**config.mk**
```make
export PLATFORM = sky130hd
export DESIGN_NAME = fault_lock_supervisor
export DESIGN_NICKNAME = d
export VERILOG_FILES = /design/src/rtl/sup_pkg.sv /design/src/rtl/ocp_off_timer.sv /design/src/rtl/lock_monitor.sv /design/src/rtl/enable_seq.sv /design/src/rtl/fault_lock_supervisor.sv
export SDC_FILE = /design/constraint.sdc
export NUM_CORES = 1
export LEC_CHECK = 0
export ABC_AREA = 0
export ABC_CLOCK_PERIOD_IN_PS = 2900
export BUFFER_PORTS_ARGS = -buffer_cell sky130_fd_sc_hd__buf_2
export CAP_MARGIN = 20
export CORE_MARGIN = 10
export CORE_UTILIZATION = 59
export DETAILED_ROUTE_END_ITERATION = 8
export PLACE_DENSITY = 0.82
export SKIP_LAST_GASP = 1
export SLEW_MARGIN = 20
export SYNTH_ARGS = -nofsm -noshare
export SYNTH_HDL_FRONTEND = slang
export SYNTH_SLANG_ARGS = --single-unit
```
**constraint.sdc**
```tcl
create_clock -name clk_i -period 2.9 [get_ports clk_i]
set_input_delay 0.435 -clock clk_i [delete_from_list [all_inputs] [get_ports clk_i]]
set_output_delay 0.435 -clock clk_i [all_outputs]
set_load 0.01 [all_outputs]
```
**src/rtl/sup_pkg.sv**
```systemverilog
package sup_pkg;
  typedef enum logic [1:0] {
    OCP_IDLE = 2'd0,
    OCP_OFF  = 2'd1,
    OCP_WAIT = 2'd2
  } ocp_state_e;
endpackage

```
**src/rtl/ocp_off_timer.sv**
```systemverilog
module ocp_off_timer #(
  parameter int OFF_CYCLES = 256
) (
  input  logic clk_i,
  input  logic rst_ni,
  input  logic oc_det_i,
  input  logic top_i,
  input  logic bot_i,
  output logic off_o,
  output logic flag_o
);
  import sup_pkg::*;
  localparam int CW = (OFF_CYCLES > 2) ? $clog2(OFF_CYCLES) : 1;
  localparam logic [CW-1:0] LAST = CW'(OFF_CYCLES - 1);

  ocp_state_e state_q;
  logic [CW-1:0] cnt_q;

  always_ff @(posedge clk_i or negedge rst_ni) begin
    if (!rst_ni) begin
      state_q <= OCP_IDLE;
      cnt_q   <= '0;
    end else begin
      unique case (state_q)
        OCP_IDLE: if (oc_det_i) begin
          state_q <= OCP_OFF;
          cnt_q   <= '0;
        end
        OCP_OFF: if (top_i) begin
          if (cnt_q == LAST) begin
            state_q <= OCP_WAIT;
            cnt_q   <= '0;
          end else begin
            cnt_q <= cnt_q + 1'b1;
          end
        end
        OCP_WAIT: if (bot_i) state_q <= OCP_IDLE;
        default: state_q <= OCP_IDLE;
      endcase
    end
  end

  assign off_o  = (state_q != OCP_IDLE);
  assign flag_o = (state_q == OCP_OFF);
endmodule

```
**src/rtl/lock_monitor.sv**
```systemverilog
module lock_monitor #(
  parameter int LOCK_CYCLES = 256
) (
  input  logic clk_i,
  input  logic rst_ni,
  input  logic tick_i,
  input  logic hall_i,
  input  logic dir_i,
  input  logic en_n_i,
  input  logic brake_n_i,
  output logic locked_o
);
  localparam int CW = (LOCK_CYCLES > 2) ? $clog2(LOCK_CYCLES) : 1;
  localparam logic [CW-1:0] LAST = CW'(LOCK_CYCLES - 1);

  logic [CW-1:0] cnt_q;
  logic locked_q, dir_q, en_q, brake_q;
  logic clr, run;

  // any motion or operator action; enable high also holds the count
  assign clr = hall_i | (brake_q & ~brake_n_i) | (~en_q & en_n_i)
             | (dir_q ^ dir_i) | en_n_i;
  assign run = ~en_n_i & brake_n_i;

  always_ff @(posedge clk_i or negedge rst_ni) begin
    if (!rst_ni) begin
      cnt_q    <= '0;
      locked_q <= 1'b0;
      dir_q    <= 1'b0;
      en_q     <= 1'b1;
      brake_q  <= 1'b1;
    end else begin
      dir_q   <= dir_i;
      en_q    <= en_n_i;
      brake_q <= brake_n_i;
      if (clr) begin
        cnt_q    <= '0;
        locked_q <= 1'b0;
      end else if (run && !locked_q && tick_i) begin
        if (cnt_q == LAST) begin
          locked_q <= 1'b1;
          cnt_q    <= '0;
        end else begin
          cnt_q <= cnt_q + 1'b1;
        end
      end
    end
  end

  assign locked_o = locked_q;
endmodule

```
**src/rtl/enable_seq.sv**
```systemverilog
module enable_seq #(
  parameter int DIS_BOTTOMS = 4
) (
  input  logic clk_i,
  input  logic rst_ni,
  input  logic en_n_i,
  input  logic bot_i,
  output logic dis_o
);
  localparam int CW = (DIS_BOTTOMS > 2) ? $clog2(DIS_BOTTOMS) : 1;
  localparam logic [CW-1:0] LAST = CW'(DIS_BOTTOMS - 1);

  logic [CW-1:0] cnt_q;
  logic dis_q;

  always_ff @(posedge clk_i or negedge rst_ni) begin
    if (!rst_ni) begin
      cnt_q <= '0;
      dis_q <= 1'b1;
    end else if (en_n_i) begin
      if (!dis_q && bot_i) begin
        if (cnt_q == LAST) begin
          dis_q <= 1'b1;
          cnt_q <= '0;
        end else begin
          cnt_q <= cnt_q + 1'b1;
        end
      end
    end else begin
      cnt_q <= '0;
      if (dis_q && bot_i) dis_q <= 1'b0;
    end
  end

  assign dis_o = dis_q;
endmodule

```
**src/rtl/fault_lock_supervisor.sv**
```systemverilog
module fault_lock_supervisor #(
  parameter int OCP_OFF_CYCLES = 256,
  parameter int LOCK_CYCLES    = 256,
  parameter int DIS_BOTTOMS    = 4
) (
  input  logic clk_i,
  input  logic rst_ni,
  input  logic uv_i,
  input  logic ot_i,
  input  logic ov_i,
  input  logic oc_det_i,
  input  logic osc_top_i,
  input  logic osc_bot_i,
  input  logic lock_tick_i,
  input  logic hall_step_i,
  input  logic dir_i,
  input  logic brake_n_i,
  input  logic en_n_i,
  output logic outs_off_o,
  output logic flag_lo_o,
  output logic flag_hi_o,
  output logic standby_o
);
  logic ocp_off, ocp_flag, lock_hit, drv_dis;
  logic prot, standby;

  ocp_off_timer #(.OFF_CYCLES(OCP_OFF_CYCLES)) u_ocp (
    .clk_i   (clk_i),
    .rst_ni  (rst_ni),
    .oc_det_i(oc_det_i),
    .top_i   (osc_top_i),
    .bot_i   (osc_bot_i),
    .off_o   (ocp_off),
    .flag_o  (ocp_flag)
  );

  lock_monitor #(.LOCK_CYCLES(LOCK_CYCLES)) u_lock (
    .clk_i    (clk_i),
    .rst_ni   (rst_ni),
    .tick_i   (lock_tick_i),
    .hall_i   (hall_step_i),
    .dir_i    (dir_i),
    .en_n_i   (en_n_i),
    .brake_n_i(brake_n_i),
    .locked_o (lock_hit)
  );

  enable_seq #(.DIS_BOTTOMS(DIS_BOTTOMS)) u_en (
    .clk_i (clk_i),
    .rst_ni(rst_ni),
    .en_n_i(en_n_i),
    .bot_i (osc_bot_i),
    .dis_o (drv_dis)
  );

  assign prot       = uv_i | ot_i | ov_i;
  assign standby    = en_n_i & ~brake_n_i;
  assign standby_o  = standby;
  assign outs_off_o = standby | prot | ocp_off | lock_hit | drv_dis;
  assign flag_hi_o  = standby;
  assign flag_lo_o  = ~standby & (prot | ocp_flag | lock_hit);
endmodule

```
### Word-level counts from Yosys, hierarchy flattened

Cells that the tools add are included.

* $add $sub $neg: 3
* reduce and logical (&&, ||, !) cells: 16
* equal/unequal tests: 11
* bitwise operators: 22
* mux-type cells: 22

Operators by type and width (count)
* 2-to-1 mux 8 bit: 6
* adder 8 x 1 -> 8 bit (second input constant): 2
* equality test 8 bit (second input constant): 2
* case mux 8 bit (2 select lines): 1
* 2-to-1 mux 2 bit: 7
* OR 1 bit: 12
* nonzero test 2 bit: 5
* 2-to-1 mux 1 bit: 7
* inequality test 2 x 1 -> 1 bit (second input constant): 3
* inequality test 2 bit (second input constant): 3
* case mux 2 bit (3 select lines): 1
* AND reduction 3 bit: 2
* AND 1 bit: 5
* equality test 2 bit (second input constant): 2
* logical AND 1 bit: 4
* inverter 1 bit: 4
* AND reduction 4 bit: 1
* adder 2 x 1 -> 2 bit (second input constant): 1
* equality test 2 x 1 -> 1 bit (second input constant): 1
* logical NOT 1 bit: 2
* logical NOT 2 bit: 1
* AND reduction 2 bit: 1
* XOR 1 bit: 1

* register bits: 25
* output and inout port bits: 4
* input port bits: 13

### Logic depth before layout (Yosys ltp)

* depth in word-level cells: 8
* depth in mapped cells: 5
* depth with buffers taken out: 5

### Cells and area by module

From an unflattened synthesis, not the netlist that was laid out.

* cell total of the unflattened synthesis: 128
* area, all modules: 1337.5 sq um

By module, submodules not included
* ocp_off_timer: area each 588.1 sq um, instances 1, cells each 58, sequential area each 250.2 sq um
* lock_monitor: area each 550.5 sq um, instances 1, cells each 50, sequential area each 276.5 sq um
* enable_seq: area each 153.9 sq um, instances 1, cells each 14, sequential area each 76.3 sq um
* fault_lock_supervisor: area each 45.0 sq um, instances 1, cells each 6, sequential area each 0.0 sq um

### Worst setup path after synthesis

OpenSTA, ideal clock, no wires.

* path kind: input-to-reg
* start: input port dir_i
* end: register u_lock.cnt_q[0]
* setup time: 0.071 ns
* setup slack: 1.434 ns
* arrival time: 1.394 ns
* cell stages on the path: 5
* cells stage by stage: xor2_1 or4_1 buf_2 a31o_4 nor2_1

* word-level cells in the longest chain between the ends: 4

Ends and longest elaborated chain
* from (decl): line fault_lock_supervisor.sv:16 `input logic dir_i,`
* XOR 1 bit *: line lock_monitor.sv:22 `| (dir_q ^ dir_i) | en_n_i;`
* OR 1 bit * (2 in a row): line lock_monitor.sv:22
* 2-to-1 mux 8 bit or nonzero test 2 bit (tied branches)
* to (signal assigned): line lock_monitor.sv:44 `cnt_q <= cnt_q + 1'b1;`
* to (decl): line lock_monitor.sv:16 `logic [CW-1:0] cnt_q;`

Every way passes the cells marked *; elsewhere a longest branch is shown, timed or not.
A chain may end at the register's enable or synchronous reset.

### Worst setup path in the final report

* start: register u_ocp.state_q[1]
* end: output port outs_off_o

* word-level cells in the longest chain between the ends: 4

Ends and longest elaborated chain
* from (decl): line ocp_off_timer.sv:16 `ocp_state_e state_q;`
* from (signal assigned): line ocp_off_timer.sv:21 `state_q <= OCP_IDLE;`
* from (signal assigned): line ocp_off_timer.sv:26 `state_q <= OCP_OFF;`
* from (signal assigned): line ocp_off_timer.sv:31 `state_q <= OCP_WAIT;`
* nonzero test 2 bit: line ocp_off_timer.sv:43 `assign off_o = (state_q != OCP_IDLE);`
* OR 1 bit (3 in a row): line fault_lock_supervisor.sv:59 `assign outs_off_o = standby | prot | ocp_off | lock_hit | drv_dis;`
* to (decl): line fault_lock_supervisor.sv:19 `output logic outs_off_o,`

No other way between the ends.

==> impl_results.md <==
- PwrDens: 642 nW/µm²
- RSZ-0062 raised after global routing: false
- Vias per cell: between 5 and 6
- Routed length per instance: ~14 µm
- Die height: 65.7 µm
- Netlist cell types: 35
- LEAKAGE: 0.000639 µW
- Crit start category: register
- CP max FO: 12
- Depth of the most critical reg-to-reg path: 4
- Final setup vio count: 0
- Int Power: just under 600 µW
- Fmax: around 540 MHz
- Switch Pwr: 301 µW
- Worst-margin pin slew: 555 ps
- Clk_lat worst skew: ~320 ps
- Max clock buf depth: 2
- Htree depth: 1
- DRT Pass-1 Iters: 4
- Reg2Reg Setup Slack: between 1000 and 1500 ps
- Die ar.: about 4300 µm²
- GP Congestion: 0.806
- Initial antenna violation count: 0
- Clock Power Share: 0.200
- Post-Synthesis Cells: between 100 and 150
- Routed Wire Length: about 2300 µm
- Sw Ratio: 0.343
- Root Buffer: clkbuf_4
- Antenna-violating nets left: 0
- Number of synthesized register bits: 24
- Crit path from: u_ocp.state_q[1]$_DFFE_PN0P_
- Outcome: finished, final reports clean
- Final setup TNS: 0 ps
- Post-DP HPWL: approximately 1800 µm
- Syn. warnings: 0
- Total grt overflow: 0
- Vias in the first global route: around 930
- Critical path's largest stage delay: roughly 520 ps
- Synthesized area: roughly 1200 µm²
- CP max-delay cell: dfrtp_1
- Slew headroom: 0.623
- Sequential Power Share: 0.523
- 1st-iter DRT viols: 32
- CTS buffer count: 3
- WS Path Type: register to primary output
- Total track usage: 0.118
- I/O pin total: 17
- Data required, critical path: between 2000 and 2500 ps
- TritonCTS Sinks: 24
- Share of cells above drive strength 1: 0.224
- Critical Path Sink Type: primary output
- Post-layout power: roughly 900 µW
- Final count of hold timing violations: 0
- CTS tree: yes
- Min-Delay Path Class: input port to async pin
- Final Max Tran Viols: 0
- Die width: approximately 66 µm
- Post-synthesis sequential area ratio: 0.489
- Antenna fix cells: 0
- Cell family with most CP delay: flip-flops
- CTS resizes: 0
- Hold_buf cts: 0
- Clock transition at the registers of the reported paths: approximately 130 ps
- Largest net degree at the start of global routing: 25
- Fin crit share: 0.642
- Starting Density: 0.622
- Via count: 885
- Reg-to-Reg Start: u_ocp.state_q[0]$_DFFE_PN0P_
- Detailed-route DRC error count: 0
- Worst vdd ir: 511 µV
- Comb power frac: 0.276
- Buffers and inverters on the worst path: 1
- Core Footprint: a little under 2000 µm²
- Critical path cell sequence: nor4_1, nand2_1, buf_2
- Layout overhead on the synthesized area: 11.1%
- R2R Path End: u_ocp.cnt_q[3]$_DFFE_PN0P_
- # Post-CTS Setup Buffers: 0
- Syn nets: 133
- Std cell rows: 16
- First-pass GRT wire length: around 4100 µm
- Setup Skew: about 4.8 ps
- WP data arrival: about 1400 ps
- MaxCap Viol Count: 0
- Worst hold slack: between 70 and 80 ps
- Nets: about 150
- PortBufs: 16
- Syn avg cell area: about 11 µm²
- Tmin final: 1860 ps
## final cells by class
type                            count  area (µm²)
Clock buffer                        4        36.3
Timing Repair Buffer               17        87.6
Sequential cell                    24         603
Multi-Input combinational cell     87         601
Inverter                            2        7.51
Fill cell                         143         613
Tap cell                           27        33.8
## worst max path at each step
stage	endpoint	slack, ps	cells past startpoint
floorplan	u_lock.cnt_q[0]$_DFFE_PN0P_	1430	5
global placement	u_lock.cnt_q[7]$_DFFE_PN0P_	1270	5
detailed placement	u_lock.cnt_q[0]$_DFFE_PN0P_	1190	5
CTS	outs_off_o	1030	3
global route	outs_off_o	950	3
finish	outs_off_o	1040	3
## per-layer routing
layer  GRT usage  routed length, µm
met5           0                  0
met4      0.0588                 38
met3      0.0305                 70
met2       0.204               1190
met1       0.130               1010
## registers in the layout, indices dropped and copies added (netlist names)
register         flops
u_lock.brake_q       1
u_en.dis_o           1
u_lock.cnt_q         8
u_lock.dir_q         1
u_ocp.cnt_q          8
u_ocp.state_q        2
u_lock.locked_o      1
u_en.cnt_q           2
## power by group through the flow
stage          clock, µW  sequential [µW]  combinational (µW)
2_1_floorplan          0              435                 202
6_report             176              459                 243
3_5_place_dp           0              465                 241
5_1_grt              192              471                 272
4_1_cts              182              457                 243
3_3_place_gp           0              459                 234
## synthesized netlist by cell type
| master | number | area share |
|---|---|---|
| mux2i_2 | 1 | 0.011 |
| nor2_1 | 19 | 0.058 |
| dfrtp_1 | 22 | 0.45 |
| xor2_1 | 8 | 0.057 |
| a41oi_1 | 1 | 0.0071 |
| ha_1 | 3 | 0.030 |
| mux2i_1 | 3 | 0.024 |
| and3b_1 | 2 | 0.014 |
| dfstp_2 | 2 | 0.043 |
| a31o_4 | 1 | 0.014 |
| clkbuf_1 | 1 | 0.0030 |
| nand4b_1 | 3 | 0.021 |
| nand2b_1 | 2 | 0.010 |
| nor3_2 | 2 | 0.016 |
| nand2_1 | 7 | 0.021 |
| inv_1 | 2 | 0.0061 |
| buf_2 | 2 | 0.0081 |
| a31oi_1 | 1 | 0.0051 |
| nor4bb_1 | 1 | 0.0081 |
| nand3_1 | 2 | 0.0081 |
| o21bai_1 | 1 | 0.0061 |
| nor3_1 | 2 | 0.0081 |
| and3_1 | 3 | 0.015 |
| nor2b_1 | 1 | 0.0051 |
| nor4_1 | 2 | 0.010 |
| o31ai_1 | 1 | 0.0061 |
| nor3b_2 | 2 | 0.020 |
| and4_1 | 2 | 0.014 |
| or4_1 | 1 | 0.0061 |
| xnor2_1 | 6 | 0.043 |
| or3b_2 | 1 | 0.0071 |
| nand4_1 | 3 | 0.015 |
| a21oi_1 | 4 | 0.016 |
| buf_4 | 1 | 0.0061 |
| o21ai_0 | 2 | 0.0081 |
## logic make-up after synthesis
family | share of synthesized area
multiplexers | 0.0355
flip-flops | 0.489
buffers and inverters | 0.0234
AO/OA/AOI/OAI | 0.0630
XOR/XNOR | 0.0995
adder cells (fa/ha/maj) | 0.0305
AND/OR/NAND/NOR | 0.259
## per-stage QoR
stage               area (µm²)  setup slack [ps]  utilization  cells
finish                    1370              1040        0.691    161
detailed placement        1330              1190        0.672    157
floorplan                 1230              1430            -    117
global placement          1330              1270        0.672    157
global route              1370               948        0.691    161
CTS                       1370              1030        0.691    161
## cell usage in the layout (no fill, tap or decap), types with 2 or more instances in the layout
cell type,n
inv_1,2
nor2_1,19
buf_2,16
a21oi_1,4
nand4_1,3
nor3b_2,2
nand4b_1,3
and4_1,2
dfrtp_1,22
nand2_1,7
clkbuf_4,3
mux2i_1,3
dfstp_2,2
xnor2_1,6
nor3_2,2
nor3_1,2
o21ai_0,2
nor4_1,2
xor2_1,8
ha_1,3
nand3_1,2
nand2b_1,2
and3b_1,2
and3_1,3
## worst register-to-register path: cells and delay by family (launching register included)
family           cells  cell delay (ps)
multiplexers         1              550
flip-flops           1              490
AND/OR/NAND/NOR      2              300
XOR/XNOR             1              130
(Power assumes the default switching activity.)
